[src/rtl/spi_hold_pkg.sv]
`timescale 1ns/1ps
package spi_hold_pkg;
  localparam int TX_DATA_W = 16;
  localparam int HOLD_POS  = 28;
  localparam int FMT_LSB   = 24;
  localparam int FMT_W     = 2;
  localparam int LEN_W     = 5;
  localparam int DIV_W     = 3;
  localparam int ECNT_W    = LEN_W + 1;
  localparam int DATA_LANES = TX_DATA_W / 8;

  typedef struct packed {
    logic              cpol;
    logic              cpha;
    logic [LEN_W-1:0]  len;
    logic [DIV_W-1:0]  div;
  } fmt_t;

  // Format index to clocking parameters: bit0 polarity, bit1 phase,
  // bit1 also halves the word length, divider grows with the index.
  function automatic fmt_t fmt_decode(input logic [FMT_W-1:0] f);
    fmt_t r;
    r.cpol = f[0];
    r.cpha = f[1];
    r.len  = LEN_W'(TX_DATA_W >> f[1]);
    r.div  = DIV_W'(f) + DIV_W'(1);
    return r;
  endfunction
endpackage

[src/rtl/spi_hold_regs.sv]
`timescale 1ns/1ps
module spi_hold_regs
  import spi_hold_pkg::*;
(
  input  logic                 clk,
  input  logic                 rst_n,
  input  logic                 wr_fire,
  input  logic [31:0]          wr_data,
  input  logic [3:0]           wr_strb,
  output logic                 start,
  output logic                 release_cs,
  output logic [TX_DATA_W-1:0] tx_word,
  output logic                 start_hold,
  output fmt_t                 start_fmt
);
  logic [TX_DATA_W-1:0] data_q, data_n;
  logic                 hold_q, hold_n;
  logic [FMT_W-1:0]     fmt_q, fmt_n;
  logic                 data_touch;

  for (genvar g = 0; g < DATA_LANES; g++) begin : g_lane
    assign data_n[g*8 +: 8] = wr_strb[g] ? wr_data[g*8 +: 8] : data_q[g*8 +: 8];
  end

  assign data_touch = |wr_strb[DATA_LANES-1:0];
  assign hold_n     = wr_strb[3] ? wr_data[HOLD_POS] : hold_q;
  assign fmt_n      = wr_strb[3] ? wr_data[FMT_LSB +: FMT_W] : fmt_q;

  assign start      = wr_fire && data_touch;
  assign release_cs = wr_fire && !data_touch && wr_strb[3] && !wr_data[HOLD_POS];
  assign tx_word    = data_n;
  assign start_hold = hold_n;
  assign start_fmt  = fmt_decode(fmt_n);

  always_ff @(posedge clk or negedge rst_n) begin
    if (!rst_n) begin
      data_q <= '0;
      hold_q <= 1'b0;
      fmt_q  <= '0;
    end else if (wr_fire) begin
      data_q <= data_n;
      hold_q <= hold_n;
      fmt_q  <= fmt_n;
    end
  end
endmodule

[src/rtl/spi_hold_shifter.sv]
`timescale 1ns/1ps
module spi_hold_shifter
  import spi_hold_pkg::*;
(
  input  logic                 clk,
  input  logic                 rst_n,
  input  logic                 start,
  input  logic                 release_cs,
  input  logic [TX_DATA_W-1:0] tx_word,
  input  logic                 start_hold,
  input  fmt_t                 start_fmt,
  input  logic                 miso,
  output logic                 idle,
  output logic                 sclk,
  output logic                 mosi,
  output logic                 cs_n,
  output logic                 done,
  output logic [TX_DATA_W-1:0] rx_word
);
  logic                 busy_q;
  fmt_t                 cfg_q;
  logic                 hold_q;
  logic [DIV_W-1:0]     cnt_q;
  logic [ECNT_W-1:0]    ecnt_q;
  logic [TX_DATA_W-1:0] tx_sh, rx_sh;
  logic                 sclk_q, cs_n_q, done_q;
  logic                 leading, do_sample, do_shift, last_edge;
  logic [ECNT_W-1:0]    edges_total;

  assign edges_total = {cfg_q.len, 1'b0};
  assign last_edge   = (ecnt_q == edges_total);
  // Toggles are numbered from 1; odd ones are leading edges.
  assign leading     = ~ecnt_q[0];
  assign do_sample   = cfg_q.cpha ? !leading : leading;
  assign do_shift    = cfg_q.cpha ? (leading && ecnt_q != '0)
                                  : (!leading && ecnt_q != edges_total - ECNT_W'(1));

  always_ff @(posedge clk or negedge rst_n) begin
    if (!rst_n) begin
      busy_q <= 1'b0;
      cfg_q  <= '0;
      hold_q <= 1'b0;
      cnt_q  <= '0;
      ecnt_q <= '0;
      tx_sh  <= '0;
      rx_sh  <= '0;
      sclk_q <= 1'b0;
      cs_n_q <= 1'b1;
      done_q <= 1'b0;
    end else begin
      done_q <= 1'b0;
      if (!busy_q) begin
        if (start) begin
          busy_q <= 1'b1;
          cfg_q  <= start_fmt;
          hold_q <= start_hold;
          cnt_q  <= start_fmt.div - DIV_W'(1);
          ecnt_q <= '0;
          tx_sh  <= tx_word << (ECNT_W'(TX_DATA_W) - ECNT_W'(start_fmt.len));
          rx_sh  <= '0;
          sclk_q <= start_fmt.cpol;
          cs_n_q <= 1'b0;
        end else if (release_cs) begin
          cs_n_q <= 1'b1;
        end
      end else if (cnt_q == '0) begin
        cnt_q <= cfg_q.div - DIV_W'(1);
        if (last_edge) begin
          busy_q <= 1'b0;
          done_q <= 1'b1;
          cs_n_q <= !hold_q;
        end else begin
          sclk_q <= ~sclk_q;
          ecnt_q <= ecnt_q + ECNT_W'(1);
          if (do_sample) rx_sh <= {rx_sh[TX_DATA_W-2:0], miso};
          if (do_shift)  tx_sh <= {tx_sh[TX_DATA_W-2:0], 1'b0};
        end
      end else begin
        cnt_q <= cnt_q - DIV_W'(1);
      end
    end
  end

  assign idle    = !busy_q;
  assign sclk    = sclk_q;
  assign mosi    = tx_sh[TX_DATA_W-1];
  assign cs_n    = cs_n_q;
  assign done    = done_q;
  assign rx_word = rx_sh;
endmodule

[src/rtl/spi_hold_rxbuf.sv]
`timescale 1ns/1ps
module spi_hold_rxbuf
  import spi_hold_pkg::*;
(
  input  logic                 clk,
  input  logic                 rst_n,
  input  logic                 done,
  input  logic [TX_DATA_W-1:0] rx_word,
  input  logic                 rx_ready,
  output logic                 rx_valid,
  output logic [TX_DATA_W-1:0] rx_data,
  output logic                 rx_overrun
);
  logic                 full_q, ovr_q, rd;
  logic [TX_DATA_W-1:0] buf_q;

  assign rd = full_q && rx_ready;

  always_ff @(posedge clk or negedge rst_n) begin
    if (!rst_n) begin
      full_q <= 1'b0;
      ovr_q  <= 1'b0;
      buf_q  <= '0;
    end else begin
      if (rd) ovr_q <= 1'b0;
      if (done) begin
        buf_q  <= rx_word;
        full_q <= 1'b1;
        if (full_q && !rd) ovr_q <= 1'b1;
      end else if (rd) begin
        full_q <= 1'b0;
      end
    end
  end

  assign rx_valid   = full_q;
  assign rx_data    = buf_q;
  assign rx_overrun = ovr_q;
endmodule

[src/rtl/spi_hold_master.sv]
`timescale 1ns/1ps
module spi_hold_master
  import spi_hold_pkg::*;
(
  input  logic                 clk,
  input  logic                 rst_n,
  input  logic                 wr_valid,
  output logic                 wr_ready,
  input  logic [31:0]          wr_data,
  input  logic [3:0]           wr_strb,
  output logic                 rx_valid,
  input  logic                 rx_ready,
  output logic [TX_DATA_W-1:0] rx_data,
  output logic                 rx_overrun,
  output logic                 sclk,
  output logic                 mosi,
  input  logic                 miso,
  output logic                 cs_n
);
  logic                 idle, wr_fire, start, release_cs, start_hold, done;
  logic [TX_DATA_W-1:0] tx_word, rx_word;
  fmt_t                 start_fmt;

  assign wr_ready = idle;
  assign wr_fire  = wr_valid && idle;

  spi_hold_regs regs_i (
    .clk(clk), .rst_n(rst_n), .wr_fire(wr_fire), .wr_data(wr_data),
    .wr_strb(wr_strb), .start(start), .release_cs(release_cs),
    .tx_word(tx_word), .start_hold(start_hold), .start_fmt(start_fmt)
  );

  spi_hold_shifter shift_i (
    .clk(clk), .rst_n(rst_n), .start(start), .release_cs(release_cs),
    .tx_word(tx_word), .start_hold(start_hold), .start_fmt(start_fmt),
    .miso(miso), .idle(idle), .sclk(sclk), .mosi(mosi), .cs_n(cs_n),
    .done(done), .rx_word(rx_word)
  );

  spi_hold_rxbuf rx_i (
    .clk(clk), .rst_n(rst_n), .done(done), .rx_word(rx_word),
    .rx_ready(rx_ready), .rx_valid(rx_valid), .rx_data(rx_data),
    .rx_overrun(rx_overrun)
  );
endmodule

[config.mk]
export PLATFORM = sky130hd
export DESIGN_NAME = spi_hold_master
export DESIGN_NICKNAME = d
export VERILOG_FILES = /design/src/rtl/spi_hold_pkg.sv /design/src/rtl/spi_hold_regs.sv /design/src/rtl/spi_hold_shifter.sv /design/src/rtl/spi_hold_rxbuf.sv /design/src/rtl/spi_hold_master.sv
export SDC_FILE = /design/constraint.sdc
export NUM_CORES = 1
export LEC_CHECK = 0
export BUFFER_PORTS_ARGS = -buffer_cell sky130_fd_sc_hd__buf_2
export CAP_MARGIN = 0
export CORE_MARGIN = 3
export CORE_UTILIZATION = 25
export DETAILED_ROUTE_END_ITERATION = 10
export SLEW_MARGIN = 40
export SYNTH_ARGS = -nofsm -noshare
export SYNTH_HDL_FRONTEND = slang
export SYNTH_SLANG_ARGS = --single-unit
[constraint.sdc]
create_clock -name clk -period 2.8 [get_ports clk]
set_clock_uncertainty 0.2 [all_clocks]
set_input_delay 0.14 -clock clk [delete_from_list [all_inputs] [get_ports clk]]
set_output_delay 0.14 -clock clk [all_outputs]
set_load 0.02 [all_outputs]
# Word-level counts from Yosys, hierarchy flattened
# Cells that the tools add are included.
word_totals:
  output_inout_bits: 22
  in_bits: 41
  elab_cells: 106
  regBits: 92
op_classes:
  reduce_logical: 25
  n_addsub: 7
  bitwise_logic: 3
  n_eq_ne: 7
  shift: 2
  mux: 44
ops:
  columns: ["op", "count"]
  rows:
  - ["16-bit 2-to-1 mux", 10]
  - ["1-bit 2-to-1 mux", 24]
  - ["6-bit 2-to-1 mux", 4]
  - ["8-bit 2-to-1 mux", 2]
  - ["16-bit by 6-bit left shift with 16-bit output", 1]
  - ["2-bit inequality test, second input constant", 5]
  - ["1-bit logical AND", 9]
  - ["3-bit 2-to-1 mux", 3]
  - ["3-bit by 1-bit subtractor with 3-bit output, second input constant", 3]
  - ["4-bit AND reduction", 2]
  - ["6-bit by 1-bit adder with 6-bit output, second input constant", 1]
  - ["6-bit equality test", 1]
  - ["6-bit inequality test", 1]
  - ["3-bit AND reduction", 2]
  - ["6-bit nonzero test", 1]
  - ["5-bit by 5-bit subtractor with 6-bit output, first input constant", 1]
  - ["6-bit by 1-bit subtractor with 6-bit output, second input constant", 1]
  - ["1-bit logical NOT", 5]
  - ["5-bit by 1-bit right shift with 5-bit output, first input constant", 1]
  - ["2-bit nonzero test", 2]
  - ["2-bit by 1-bit adder with 3-bit output, second input constant", 1]
  - ["3-bit logical NOT", 1]
  - ["1-bit NOT", 3]
  - ["3-bit nonzero test", 1]
  - ["3 further kinds", 3]

# Longest topological paths before layout
# Gate-level depths: netlist of run 1.
logic_depth:
  depth_word: 8
  depth_mapped: 10
  ltp_nobuf: 8

# Modules after synthesis
# From an unflattened synthesis of run 1, not the netlist that was laid out.
unflattened:
  hier_cells: 464
  hier_area_um2: 5133.7
modules_own_cells:
  columns: ["module", "seq_area_each_um2", "cells_per_inst", "area_each_um2", "n_inst"]
  rows:
  - ["spi_hold_shifter", 1377.6, 351, 3418.3, 1]
  - ["spi_hold_regs", 475.5, 72, 994.7, 1]
  - ["spi_hold_rxbuf", 450.4, 40, 714.4, 1]
  - ["spi_hold_master", 0.0, 1, 6.3, 1]

# Worst setup path after synthesis of run 1
# No wires, ideal clock.
synth_timing:
  path_type: "register -> register"
  startpoint: "reg shift_i.ecnt_q[0]"
  endpoint: "reg shift_i.tx_sh[10]"
  setup_slack_ns: 0.290
  arrival_ns: 2.185
  stages_incl_launch_ff: 9
  setup_time_ns: 0.125
  synth_period_minus_slack_ns: 2.510
  path_cell_list: "dfrtp_1 > clkbuf_1 > inv_1 > ha_1 > or3b_4 > o32a_1 > o2bb2ai_4 > buf_8 > mux2_4"
synth_between:
  elab_chain_len: 5
synth_rtl:
  columns: ["item", "line_no", "source"]
  rows:
  - ["start, declared", "spi_hold_shifter.sv:24", "logic [ECNT_W-1:0] ecnt_q;"]
  - ["start signal, assigned", "spi_hold_shifter.sv:74", "ecnt_q <= ecnt_q + ECNT_W'(1);"]
  - ["6-bit inequality test (tied with other cells)", "spi_hold_shifter.sv:36", ": (!leading && ecnt_q != edges_total - ECNT_W'(1));"]
  - ["1-bit logical AND, on equally long branches", "spi_hold_shifter.sv:36, spi_hold_shifter.sv:35", null]
  - ["1-bit 2-to-1 mux", "spi_hold_shifter.sv:35", "assign do_shift = cfg_q.cpha ? (leading && ecnt_q != '0)"]
  - ["2-bit inequality test (no line)", null, null]
  - ["4-bit AND reduction (no line) (*)", null, null]
  - ["end signal, assigned", "spi_hold_shifter.sv:59", "tx_sh <= tx_word << (ECNT_W'(TX_DATA_W) - ECNT_W'(start_fmt.len));"]
  - ["end signal, assigned", "spi_hold_shifter.sv:76", "if (do_shift) tx_sh <= {tx_sh[TX_DATA_W-2:0], 1'b0};"]
  - ["end, declared", "spi_hold_shifter.sv:25", "logic [TX_DATA_W-1:0] tx_sh, rx_sh;"]
# Every way passes the cells marked *; elsewhere a longest branch is shown, timed or not.
# A chain may end at the register's enable or synchronous reset.

# Worst setup path in the final report of run 1
layout_timing:
  startpoint: "reg shift_i.ecnt_q[1]"
  endpoint: "reg shift_i.sclk_q, in the netlist shift_i.sclk"
layout_between:
  elab_chain_len: 3
layout_rtl:
  columns: ["item", "line_no", "source"]
  rows:
  - ["6-bit equality test", "spi_hold_shifter.sv:31", "assign last_edge = (ecnt_q == edges_total);"]
  - ["2-bit inequality test (no line)", null, null]
  - ["3-bit AND reduction (no line)", null, null]
  - ["end signal, assigned", "spi_hold_shifter.sv:61", "sclk_q <= start_fmt.cpol;"]
  - ["end signal, assigned", "spi_hold_shifter.sv:73", "sclk_q <= ~sclk_q;"]
  - ["end, declared", "spi_hold_shifter.sv:26", "logic sclk_q, cs_n_q, done_q;"]
# No other way between the ends.

==> summary.md, run 1 <==
| Metric | Value |
|---|---|
| Outcome | `complete, no violations` |
| CP startpoint | `shift_i.ecnt_q[1]$_DFFE_PN0P_` |
| Post-Place Worst Slack | `0.382 ns` |
| Worst-Margin Slew | `0.773 ns` |
| Worst min path class | `input pin to flip-flop` |
| Mean Syn Cell Area | `11.3 sq um` |
| Num Clock Sinks | `88` |
| Area share of the largest cell type after synthesis | `0.507` |
| Synthesized instance count | `380` |
| Crit Path Class | `flip-flop to flip-flop` |
| R2r startpoint | `shift_i.ecnt_q[1]$_DFFE_PN0P_` |
| FF-to-FF setup slack | `0.37 ns` |
| CP Launch Type | `flip-flop` |
| Critical path fanouts, max | `5` |
| TritonCTS clock tree | `yes` |
| Setup Buffers After CTS | `0` |
| DRC Markers | `0` |
| Top Layer Used | `met4` |
| Tot Pwr | `5.01 mW` |
| Max_cap viols | `0` |
| N_diodes | `0` |
| Largest net degree at the start of global routing | `47` |
| Global-route wire length before repair | `15,400 microns` |
| Cell Pwr Density | `949 mW/mm^2` |
| Final Hold Vio Count | `0` |
| GRT Overall Usage | `0.103` |
| Die height | `137 microns` |
| Nets@finish | `495` |
| Post-synthesis sequential area ratio | `0.514` |
| #FFs+latches synth | `88` |
| Initial antenna violation count | `0` |
| R2r endpoint | `shift_i.sclk$_DFFE_PN0P_` |
| Post-Syn Area | `0.00429 sq mm` |
| Routed wl met3 | `236 microns` |
| Max Clk Rate | `412 MHz` |
| Number of global-route vias before repair | `3,078` |
| Unrepaired setup endpoints after global routing | `no` |
| Rows | `47` |
| Wire length on met1 | `4260 microns` |
| P_leak | `2.64 nW` |
| Core footprint | `0.0167 sq mm` |
| Die width | `137 microns` |
| Post-CTS Resized | `0` |
| DR WL met2 | `4580 microns` |
| Number of enable flip-flop cells after synthesis | `0` |
| Top cells by area, synth | `dfrtp_1 51%, mux2_2 10%, mux2i_1 8.2%` |
| Placed cells | `638` |
| Worst hold start | `wr_data[0]` |
| Hold endpoint | `regs_i.data_q[0]$_DFFE_PN0P_` |
| DP HPWL | `6410 microns` |
| WP data arrival | `2.44 ns` |
| Clock buffer depth | `2` |
| Layout filler cell count | `1,706` |
| Area Growth Syn to Fin | `23.2%` |
| Clock transition at path regs | `0.06 ns` |
| Worst setup margin | `0.372 ns` |
| Drt pass-1 iters | `4` |
| Worst reg2reg path depth | `6` |
| Final std cells w/o fill | `675` |
| Final hold slack | `0.0214 ns` |
| Die area | `0.0188 sq mm` |
| Total vias in the final route | `3,005` |
| # IOs | `63` |
| Top FF cell, synth | `dfrtp_1` |
| Worst slew margin | `0.484` |
| DR iter-0 viols | `85` |
| CTS root buf | `clkbuf_16` |
| Max VDD drop | `0.282 mV` |
| Final Cell Area | `0.00528 sq mm` |
| Final core occ | `0.316` |
| Layout cells sized above 1 | `0.290` |
| Setup_tns | `0 ns` |
| Worst hold stages | `3` |
| Most common cell in the netlist | `dfrtp_1` |
| Async S/R FF share, synth | `1.00` |
| DRT antenna net count | `0` |
| Min Clock Period, post-route | `2.43 ns` |
| Clock latency on the worst-skew pair | `0.33 ns` |
| Port Buffer Count | `48` |
| GPL Wtd Cong | `0.718` |
| Final period utilization | `0.867` |
| Starting Density | `0.257` |
| Synth unique cells | `46` |
| CP endpoint kind | `flip-flop` |
| Grt ovf | `0` |
| Wirelength per Cell | `13.7 microns` |
| Drt total wl | `9260 microns` |
| Largest area contributor in the netlist | `dfrtp_1` |
| Net Count, Synth | `425` |
| Setup violators final | `0` |
| Worst Path Required | `2.81 ns` |
| Placed Area | `0.00480 sq mm` |
| Post-synth top cells | `87 x dfrtp_1, 75 x nand2_1, 40 x mux2_2` |
| Yosys warns | `0` |
| Total CTS buffers | `9` |
| Final Max Slew Viols | `0` |
| H-tree Lvls | `3` |
| Vias/cell | `4.45` |
## layer usage
metal | vias up | track usage
met4 | 0 | 0.0455
met5 | - | 0
met2 | 45 | 0.172
met1 | 1478 | 0.130
li1 | 1470 | -
met3 | 12 | 0.0191
## worst max-delay path, cell delays in order, from the launching register on
cell and delay [ns]:
dfrtp_1 0.42, inv_1 0.07, ha_1 0.12, or3b_4 0.40
or3_1 0.45, a21oi_1 0.27, mux2_2 0.37
## worst max-delay path by stage
stage | end | slack, ns
finish | shift_i.sclk$_DFFE_PN0P_ | 0.37
global route | shift_i.sclk$_DFFE_PN0P_ | 0.27
CTS | shift_i.sclk$_DFFE_PN0P_ | 0.38
detailed placement | shift_i.sclk$_DFFE_PN0P_ | 0.38
global placement | shift_i.sclk$_DFFE_PN0P_ | 0.39
floorplan | shift_i.tx_sh[10]$_DFFE_PN0P_ | 0.29
## what timing repair did
item	4_1_cts	5_1_grt
endpoints found under the setup margin	0	0
hold buffers	21	0
endpoints found under the hold margin	65	0
## area by class of cell
class / count / area [sq um] / area share
multi-input cells: 260 / 1940 / 0.367
inverters: 10 / 37.5 / 0.00710
well taps: 220 / 275 / 0.0521
flip-flops and latches: 88 / 2200 / 0.417
clock inverters: 1 / 5.00 / 0.000947
repair buffers: 81 / 556 / 0.105
clock buffers: 15 / 268 / 0.0507
## state kept, by name, indices dropped and copies added (netlist names), 2 cells and up, named ones only
| register | cells |
|---|---|
| regs_i.data_q | 16 |
| regs_i.fmt_q | 2 |
| rx_i.rx_data | 16 |
| shift_i.cfg_q | 5 |
| shift_i.cnt_q | 3 |
| shift_i.ecnt_q | 6 |
| shift_i.rx_word | 16 |
| shift_i.tx_sh | 16 |
## cells in the final DEF (no fill, tap or decap), drive strengths merged, types with 2 or more instances in the layout
cell         count
nand2           75
mux2            53
xor2             2
nor3             3
a21oi            9
nor4b            2
o31ai            8
nor2b            2
o211ai           3
dlygate4sd3     21
a21o             2
o2bb2ai          2
inv             10
nand3            5
clkbuf          15
o21ai           26
o22ai            2
ha               4
nand2b           3
nor2             9
dfrtp           87
mux2i           35
buf             60
or4              4
## power by group
part	switching (mW)	total (mW)	leakage, nW	internal [mW]
clock	0.449	1.10	0.134	0.650
sequential	0.384	2.16	1.14	1.77
combinational	0.907	1.76	1.37	0.852
total	1.74	5.01	2.64	3.27
## kinds of logic after synthesis
| logic type | after synthesis | synth area share |
|---|---|---|
| simple gates | 106 | 0.110 |
| mux | 88 | 0.230 |
| flops | 88 | 0.514 |
| compound gates | 60 | 0.0954 |
| buf+inv | 32 | 0.0356 |
| fa+ha+maj | 4 | 0.0117 |
| xor+xnor | 2 | 0.00408 |
(Power assumes the default switching activity.)
==> run 2: changes to the inputs <==
--- a/config.mk
+++ b/config.mk
@@ -10,6 +10,7 @@
 export CORE_MARGIN = 3
 export CORE_UTILIZATION = 25
 export DETAILED_ROUTE_END_ITERATION = 10
+export HOLD_SLACK_MARGIN = 0.05
 export SLEW_MARGIN = 40
 export SYNTH_ARGS = -nofsm -noshare
 export SYNTH_HDL_FRONTEND = slang
==> summary.md, run 2 (synthesis gave the netlist of run 1 again) <==
| Metric | Value |
|---|---|
| Outcome | `complete, no violations` |
| Largest net degree at the start of global routing | `47` |
| Setup violators final | `0` |
| Worst hold start | `wr_valid` |
| Final std cells w/o fill | `678` |
| Layout cells sized above 1 | `0.288` |
| Min Clock Period, post-route | `2.43 ns` |
| Max_cap viols | `0` |
| CTS root buf | `clkbuf_16` |
| Global-route wire length before repair | `15,500 microns` |
| Crit Path Class | `flip-flop to flip-flop` |
| Setup_tns | `0 ns` |
| Total CTS buffers | `9` |
| Drt total wl | `9260 microns` |
| Worst slew margin | `0.484` |
| Worst Path Required | `2.82 ns` |
| Drt pass-1 iters | `4` |
| Worst hold stages | `5` |
| Worst min path class | `input pin to flip-flop` |
| CP endpoint kind | `flip-flop` |
| Cell Chain, Critical Path | `inv_1 > ha_1 > or3b_4 > or3_1 > a21oi_1 > mux2_2` |
| WP data arrival | `2.45 ns` |
| Cell Pwr Density | `947 mW/mm^2` |
| Final core occ | `0.318` |
| DP HPWL | `6410 microns` |
| Nets@finish | `498` |
| R2r startpoint | `shift_i.ecnt_q[1]$_DFFE_PN0P_` |
| Critical path's slowest cell | `or3_1` |
| FF-to-FF setup slack | `0.37 ns` |
| GPL Wtd Cong | `0.718` |
| Tot Pwr | `5.03 mW` |
| DR iter-0 viols | `90` |
| Max Clk Rate | `411 MHz` |
| Clock buffer depth | `2` |
| DRC Markers | `0` |
| Post-CTS Resized | `0` |
| P_leak | `2.66 nW` |
| Final Cell Area | `0.00531 sq mm` |
| Total vias in the final route | `2,997` |
| CP Launch Type | `flip-flop` |
| GRT Overall Usage | `0.104` |
| Most frequent cells in the layout | `86 x dfrtp_1, 75 x nand2_1, 47 x buf_2, 40 x mux2_2, 35 x mux2i_1` |
| DRT antenna net count | `0` |
| Worst-Margin Slew | `0.774 ns` |
| Final Hold Vio Count | `0` |
| Area Growth Syn to Fin | `23.9%` |
| CP max stage delay | `0.46 ns` |
| Grt ovf | `0` |
| Rows | `47` |
| Clock latency on the worst-skew pair | `0.33 ns` |
| Number of global-route vias before repair | `3,086` |
| CP startpoint | `shift_i.ecnt_q[1]$_DFFE_PN0P_` |
| Die width | `137 microns` |
| Placed cells | `638` |
| Placed Area | `0.00480 sq mm` |
| N_diodes | `0` |
| H-tree Lvls | `3` |
| Num Clock Sinks | `88` |
| Final period utilization | `0.868` |
| Wirelength per Cell | `13.7 microns` |
| Core footprint | `0.0167 sq mm` |
| Starting Density | `0.257` |
| Worst reg2reg path depth | `6` |
| Die area | `0.0188 sq mm` |
| Unrepaired setup endpoints after global routing | `no` |
| Max VDD drop | `0.286 mV` |
| Initial antenna violation count | `0` |
| Clock transition at path regs | `0.06 ns` |
| TritonCTS clock tree | `yes` |
| Final Max Slew Viols | `0` |
| Most common cell after layout, fill and taps aside | `dfrtp_1` |
| Critical path fanouts, max | `5` |
| Die height | `137 microns` |
| Setup crit end | `shift_i.sclk$_DFFE_PN0P_` |
| R2r endpoint | `shift_i.sclk$_DFFE_PN0P_` |
| Layout filler cell count | `1,704` |
| Vias/cell | `4.42` |
| # IOs | `63` |
| Port Buffer Count | `48` |
run 2: metal layers:
| layer | vias to the layer above | wire [microns] | GRT usage |
|---|---|---|---|
| met5 | - | 0 | 0 |
| met4 | 0 | 189 | 0.0455 |
| met3 | 13 | 208 | 0.0191 |
| met2 | 31 | 4610 | 0.173 |
| met1 | 1476 | 4260 | 0.130 |
| li1 | 1477 | - | - |
run 2: per-stage QoR:
stage	worst slack [ns]	hold slack [ns]
after floorplan	0.290	-0.356
after global placement	0.386	-0.0212
after detailed placement	0.382	-0.0145
after CTS	0.382	0.123
after global routing	0.273	0.164
final	0.369	0.128
run 2: cell type report:
class,instances,area [sq um],area share
inverters,10,37.5,0.00706
flip-flops and latches,88,2200,0.415
well taps,220,275,0.0518
multi-input cells,260,1940,0.365
clock buffers,15,268,0.0504
repair buffers,84,586,0.110
clock inverters,1,5.00,0.000942
run 2: worst max-delay path, delay by kind of cell (launching register included):
family / cells / cell delay (ns)
compound gates: 1 / 0.27
fa+ha+maj: 1 / 0.12
buf+inv: 1 / 0.07
flops: 1 / 0.43
mux: 1 / 0.37
simple gates: 2 / 0.86
run 2: timing repair:
action / CTS / global route
endpoints found under the hold margin: 67 / 0
setup buffers: 0 / 0
hold buffers: 24 / 0
run 2: report_power, final:
group	internal, mW	switching (mW)	total (mW)
clock	0.650	0.454	1.10
sequential	1.77	0.383	2.16
combinational	0.861	0.911	1.77
run 2: worst min path at each step:
stage | to
final | shift_i.cfg_q[6]$_DFFE_PN0P_
after global routing | shift_i.cfg_q[7]$_DFFE_PN0P_
after CTS | shift_i.cfg_q[6]$_DFFE_PN0P_
after detailed placement | asynchronous set/reset pin
after global placement | asynchronous set/reset pin
after floorplan | asynchronous set/reset pin
